--- config.mk ---
export PLATFORM = sky130hd
export DESIGN_NAME = bus_hs_ctrl
export DESIGN_NICKNAME = d
export VERILOG_FILES = /design/src/rtl/hsc_pkg.sv /design/src/rtl/hsc_sync.sv /design/src/rtl/hsc_seq.sv /design/src/rtl/hsc_viol.sv /design/src/rtl/bus_hs_ctrl.sv
export SDC_FILE = /design/constraint.sdc
export NUM_CORES = 1
export LEC_CHECK = 0
export BUFFER_PORTS_ARGS = -buffer_cell sky130_fd_sc_hd__buf_2
export CAP_MARGIN = 0
export CORE_MARGIN = 2
export CORE_UTILIZATION = 30
export DETAILED_ROUTE_END_ITERATION = 12
export PLACE_DENSITY = 0.57
export SLEW_MARGIN = 20
export SYNTH_ARGS = -nofsm -noshare
export SYNTH_HDL_FRONTEND = slang
export SYNTH_SLANG_ARGS = --single-unit
--- constraint.sdc ---
create_clock -name clk -period 1.7 [get_ports clk]
set_clock_uncertainty 0.1 [all_clocks]
set_input_delay 0.17 -clock clk [delete_from_list [all_inputs] [get_ports clk]]
set_output_delay 0.17 -clock clk [all_outputs]
set_load 0.005 [all_outputs]
--- src/rtl/hsc_pkg.sv ---
// Shared types for the bus handshake sequencer.
// Assumes: one state value per visible handshake phase, plus one release phase.
package hsc_pkg;

    typedef enum logic [3:0] {
        ST_IDLE   = 4'd0,
        ST_R_STB  = 4'd1,   // read: device strobe up, waiting for ack
        ST_R_DEN  = 4'd2,   // read: data enable up
        ST_R_ACK  = 4'd3,   // read: bus ack up, waiting for strobe release
        ST_R_DOFF = 4'd4,   // read: data enable dropped
        ST_R_BOFF = 4'd5,   // read: bus ack dropped
        ST_W_DEN  = 4'd6,   // write: data enable up
        ST_W_STB  = 4'd7,   // write: device strobe up, waiting for ack
        ST_W_DOFF = 4'd8,   // write: data enable dropped
        ST_W_ACK  = 4'd9,   // write: bus ack up, waiting for strobe release
        ST_W_BOFF = 4'd10,  // write: bus ack dropped
        ST_REL    = 4'd11   // device strobe low, waiting for ack to fall
    } hs_state_e;

endpackage

--- src/rtl/hsc_sync.sv ---
// Multi-flop synchroniser for a bundle of asynchronous single-bit inputs.
// Assumes: each bit is independent; STAGES >= 2; reset clears every stage.
module hsc_sync #(
    parameter int WIDTH  = 3,
    parameter int STAGES = 2
) (
    input  logic             clk,
    input  logic             rst_n,
    input  logic [WIDTH-1:0] async_i,
    output logic [WIDTH-1:0] sync_o
);
    logic [WIDTH-1:0] chain [STAGES];

    genvar g;
    generate
        for (g = 0; g < STAGES; g++) begin : g_stage
            // Shift each bit one flop further down the chain.
            always_ff @(posedge clk) begin
                if (!rst_n)
                    chain[g] <= '0;
                else if (g == 0)
                    chain[g] <= async_i;
                else
                    chain[g] <= chain[(g > 0) ? g - 1 : 0];
            end
        end
    endgenerate

    assign sync_o = chain[STAGES-1];
endmodule

--- src/rtl/hsc_seq.sv ---
// Handshake sequencer: steps through the read or write phases and drives
// the three registered handshake outputs, changing at most one per edge.
// Assumes: inputs are already synchronised; violations are judged elsewhere.
module hsc_seq
    import hsc_pkg::*;
(
    input  logic      clk,
    input  logic      rst_n,
    input  logic      rd_s,
    input  logic      wr_s,
    input  logic      ack_s,
    output hs_state_e state_o,
    output logic      dev_stb_o,
    output logic      xcvr_en_o,
    output logic      bus_ack_o
);
    hs_state_e state;
    logic      stb_q, den_q, back_q;

    // Advance the phase and toggle exactly one output on each phase change.
    always_ff @(posedge clk) begin
        if (!rst_n) begin
            state  <= ST_IDLE;
            stb_q  <= 1'b0;
            den_q  <= 1'b0;
            back_q <= 1'b0;
        end else begin
            unique case (state)
                ST_IDLE: begin
                    if (!ack_s && rd_s && !wr_s) begin
                        state <= ST_R_STB;  stb_q <= 1'b1;
                    end else if (!ack_s && wr_s && !rd_s) begin
                        state <= ST_W_DEN;  den_q <= 1'b1;
                    end
                end
                ST_R_STB:  if (ack_s) begin state <= ST_R_DEN;  den_q  <= 1'b1; end
                ST_R_DEN:  begin            state <= ST_R_ACK;  back_q <= 1'b1; end
                ST_R_ACK:  if (!rd_s) begin state <= ST_R_DOFF; den_q  <= 1'b0; end
                ST_R_DOFF: begin            state <= ST_R_BOFF; back_q <= 1'b0; end
                ST_R_BOFF: begin            state <= ST_REL;    stb_q  <= 1'b0; end
                ST_W_DEN:  if (!ack_s) begin state <= ST_W_STB; stb_q  <= 1'b1; end
                ST_W_STB:  if (ack_s) begin state <= ST_W_DOFF; den_q  <= 1'b0; end
                ST_W_DOFF: begin            state <= ST_W_ACK;  back_q <= 1'b1; end
                ST_W_ACK:  if (!wr_s) begin state <= ST_W_BOFF; back_q <= 1'b0; end
                ST_W_BOFF: begin            state <= ST_REL;    stb_q  <= 1'b0; end
                ST_REL:    if (!ack_s)      state <= ST_IDLE;
                default:   state <= ST_IDLE;
            endcase
        end
    end

    assign state_o   = state;
    assign dev_stb_o = stb_q;
    assign xcvr_en_o = den_q;
    assign bus_ack_o = back_q;
endmodule

--- src/rtl/hsc_viol.sv ---
// Protocol watchdog: flags any synchronised input level that is illegal in
// the current phase and holds the flag until reset.
// Assumes: the phase comes from hsc_seq and is sampled with the same inputs.
module hsc_viol
    import hsc_pkg::*;
(
    input  logic      clk,
    input  logic      rst_n,
    input  hs_state_e state_i,
    input  logic      rd_s,
    input  logic      wr_s,
    input  logic      ack_s,
    output logic      err_o
);
    logic bad;
    logic err_q;

    // Decide whether the present input levels break the phase's rules.
    always_comb begin
        unique case (state_i)
            ST_IDLE:   bad = (rd_s && wr_s) || ack_s;
            ST_R_STB:  bad = !rd_s || wr_s;
            ST_R_DEN:  bad = !rd_s || wr_s || !ack_s;
            ST_R_ACK:  bad = wr_s || !ack_s;
            ST_R_DOFF: bad = rd_s || wr_s || !ack_s;
            ST_R_BOFF: bad = !ack_s;
            ST_W_DEN:  bad = !wr_s || rd_s;
            ST_W_STB:  bad = !wr_s || rd_s;
            ST_W_DOFF: bad = !wr_s || rd_s || !ack_s;
            ST_W_ACK:  bad = rd_s || !ack_s;
            ST_W_BOFF: bad = !ack_s;
            ST_REL:    bad = rd_s && wr_s;
            default:   bad = 1'b1;
        endcase
    end

    // Latch the first violation until reset.
    always_ff @(posedge clk) begin
        if (!rst_n)
            err_q <= 1'b0;
        else if (bad)
            err_q <= 1'b1;
    end

    assign err_o = err_q;
endmodule

--- src/rtl/bus_hs_ctrl.sv ---
// Top of the bus handshake controller: synchronises the three inputs,
// sequences read/write handshakes and reports protocol violations.
// Assumes: rd/wr/ack come from other clock domains; outputs feed glitch-
// sensitive logic, so all of them are flop outputs.
module bus_hs_ctrl #(
    parameter int SYNC_STAGES = 2
) (
    input  logic clk,
    input  logic rst_n,
    input  logic rd_req_i,
    input  logic wr_req_i,
    input  logic dev_ack_i,
    output logic dev_stb_o,
    output logic xcvr_en_o,
    output logic bus_ack_o,
    output logic proto_err_o
);
    import hsc_pkg::*;

    localparam int NIN = 3;

    logic [NIN-1:0] sync_v;
    logic           rd_s, wr_s, ack_s;
    hs_state_e      phase;

    hsc_sync #(.WIDTH(NIN), .STAGES(SYNC_STAGES)) u_sync (
        .clk     (clk),
        .rst_n   (rst_n),
        .async_i ({dev_ack_i, wr_req_i, rd_req_i}),
        .sync_o  (sync_v)
    );

    assign rd_s  = sync_v[0];
    assign wr_s  = sync_v[1];
    assign ack_s = sync_v[2];

    hsc_seq u_seq (
        .clk       (clk),
        .rst_n     (rst_n),
        .rd_s      (rd_s),
        .wr_s      (wr_s),
        .ack_s     (ack_s),
        .state_o   (phase),
        .dev_stb_o (dev_stb_o),
        .xcvr_en_o (xcvr_en_o),
        .bus_ack_o (bus_ack_o)
    );

    hsc_viol u_viol (
        .clk     (clk),
        .rst_n   (rst_n),
        .state_i (phase),
        .rd_s    (rd_s),
        .wr_s    (wr_s),
        .ack_s   (ack_s),
        .err_o   (proto_err_o)
    );
endmodule

==> flow_summary.yaml <==
drt:
  drc: 0
  vias_per_cell: 5.31
  drtPass1Iterations: 4
  vias: 887
  wl_microns: 2160
  drt_iter0_markers: 24
  ant_nets: 0
  wl_per_cell_microns: 12.9
timing:
  max_freq_mhz: 628
  setup_viol: 0
  report.final.slew_viol_count: 0
  rsz0062_at_grt: "no"
  finalHoldViolCount: 0
  min_period_over_period: 0.936
  final.setup.tns_ps: 0
  tightest_slew_ps: 393
  period_minus_slack_ps: 1590
  relSlewSlack: 0.738
  fin_hold_ws_ps: 156
setup_path:
  r2r-start: "u_seq.state_o[0]"
  criticalPathCategory: "flop to flop"
  critPathMaxStageDelay_ps: 520
  crit_family: "flip-flops"
  crit_path_top_delay_cell: "dfxtp_1"
  worstRegToRegCells: 4
  ff2ff_setup_slack_ps: 110
  endpoint: "u_seq.state_o[2]"
  crit_cells: 4
  crit_buf_inv: 0
  start_kind: "flop"
  worstSetupEndpointType: "flop"
  arrival_ps: 1700
  cp_cell_sequence: "nor2b_1 -> nand2_1 -> o311ai_4 -> mux2i_1"
  critPathMaxFanout: 7
  reg2reg_to: "u_seq.state_o[2]"
  setup.worst_path.start: "u_seq.state_o[0]"
  cp_data_required_time_ps: 1810
placed_design:
  placed_area_sq_um: 1020
  hpwl_microns: 1590
  port_buffers: 8
  place.gp.congestion: 0.852
power_and_ir_drop:
  p_sw_frac: 0.408
  p_leak_nw: 0.444
  p_comb_frac: 0.517
  p_seq_frac: 0.335
  clock_power_share: 0.148
  intPower_mw: 0.971
  pwr_density_cell_nw_per_um2: 1510
  vdd_drop_max_mv: 0.792
  net-switching-power_mw: 0.668
final_layout:
  finalNetCount: 140
  final_cell_mix: "buf_4, dfxtp_1, o21ai_0, nand2_1, a21oi_1"
  diodes: 0
  final_common_cell: "buf_4"
  area_delta_synth_final_pct: 19.3
  drive_above_1_share: 0.239
  nFillCells: 315
  postLayoutCellArea_sq_um: 1090
floorplan:
  rows: 20
  die-area_sq_um: 3500
  core_sq_um: 2980
  die_y_microns: 59.1
  fp.dieW_microns: 59.1
  start_util: 0.306
  io_pins: 9
cts:
  post_cts_buffers: 0
  clk_path_buf_depth: 2
  clockRootBuffer: "clkbuf_4"
  cts_sinks: 14
  cts_buffers: 3
  cts_tree: "done"
  clk_pin_slew_worst_paths_ps: 90
  worstSkewPairLatency_ps: 280
  cts_max_level: 1
synthesis:
  synth_cell_types: 39
  ys_ff_latch: 14
  avgSynthCellArea_sq_um: 7.73
  synth_ff_type: "dfxtp_1"
  netlist_area_sq_um: 912
  syn_inst: 118
  seq_area_frac_synth: 0.307
  synthArstFlopShare: 0
  yosys_warnings: 0
  syn_nets: 123
  synth_edf_count: 0
global_route:
  antenna_found_initial: 0
  grt_pass1_wl_microns: 3620
  first_global_vias: 819
  grt_usage: 0.137
  overflow: 0
  grt_max_degree: 16
status:
  status: "finished, final reports clean"
flow_run:
  maxCapViolCount: 0
min_path:
  hold_path.class: "input pin to flop"
  min_from: "rst_n"
area by class of cell:
class                      instances  area, sq um  area share
sequential                        14          284       0.261
multi-input combinational         88          544       0.500
clock buffer                       4         36.3      0.0333
inverter                           4         15.0      0.0138
timing repair buffer              24          168       0.154
tap                               33         41.3      0.0379
cell usage after synthesis, types with 2 or more instances:
cell type / instances / share of area
nand4_1: 2 / 0.014
mux2i_1: 3 / 0.033
inv_1: 4 / 0.016
xor2_1: 2 / 0.019
and2_1: 7 / 0.048
nor2b_1: 4 / 0.027
nor3_1: 2 / 0.011
a21o_1: 2 / 0.016
nand3_1: 4 / 0.022
dfxtp_1: 14 / 0.31
o21ai_0: 10 / 0.055
clkbuf_1: 3 / 0.012
a21oi_1: 9 / 0.049
nor2_1: 8 / 0.033
buf_4: 4 / 0.033
nand2b_1: 3 / 0.021
nand2_1: 10 / 0.041
o21ai_1: 3 / 0.016
buf_2: 4 / 0.022
kinds of logic (layout without fill, tap and decap cells):
kind of cell / after synthesis / after routing / share of synthesized area
AO/OA/AOI/OAI: 38 / 38 / 0.285
XOR/XNOR: 2 / 2 / 0.0192
buffers and inverters: 16 / 32 / 0.0960
flip-flops: 14 / 14 / 0.307
multiplexers: 4 / 4 / 0.0453
AND/OR/NAND/NOR: 44 / 44 / 0.247
power groups by stage:
stage / combinational (mW) / sequential [mW] / clock, mW
floorplan: 0.679 / 0.453 / 0
global placement: 0.825 / 0.546 / 0
detailed placement: 0.838 / 0.548 / 0
CTS: 0.845 / 0.543 / 0.250
global route: 0.942 / 0.566 / 0.263
finish: 0.847 / 0.549 / 0.243
routing by layer:
layer / up-vias / wire, microns / global-route usage
li1: 454 / - / -
met1: 415 / 1010 / 0.168
met2: 14 / 1060 / 0.232
met3: 4 / 56 / 0.0197
met4: 0 / 31 / 0.0682
met5: - / 0 / 0
sequential cells by signal (all words and copies together) (netlist names):
signal	cells
u_seq.bus_ack_o	1
u_sync.chain	6
u_viol.err_o	1
u_seq.state_o	4
u_seq.dev_stb_o	1
u_seq.xcvr_en_o	1
worst min-delay path by stage:
stage | slack, ps | endpoint | cells past startpoint
global route | 160 | u_sync.chain[0][0] | 2
detailed placement | 280 | u_sync.chain[0][0] | 2
global placement | 270 | u_sync.chain[0][2] | 2
floorplan | 200 | u_sync.chain[0][0] | 1
CTS | 150 | u_seq.bus_ack_o | 3
finish | 160 | u_seq.bus_ack_o | 3
worst min-delay path: stages:
cell      delay [ps]
buf_2            180
o21ai_0           90
a221oi_1          50
per-stage QoR:
stage                     power (mW)   util  cells  setup WS (ps)
after floorplan                 1.13      -    118            278
after global placement          1.37  0.342    160           98.8
after detailed placement        1.39  0.342    160           46.7
after CTS                       1.64  0.364    167           25.1
after global routing            1.77  0.366    167           15.2
final                           1.64  0.366    167            108
repair_timing:
item / in CTS / in global routing
resized for setup: 0 / 3
hold endpoints to repair: 3 / 0
hold buffers: 3 / 0
setup endpoints to repair: 0 / 5
No activity file was read; power rests on OpenSTA's default activity.
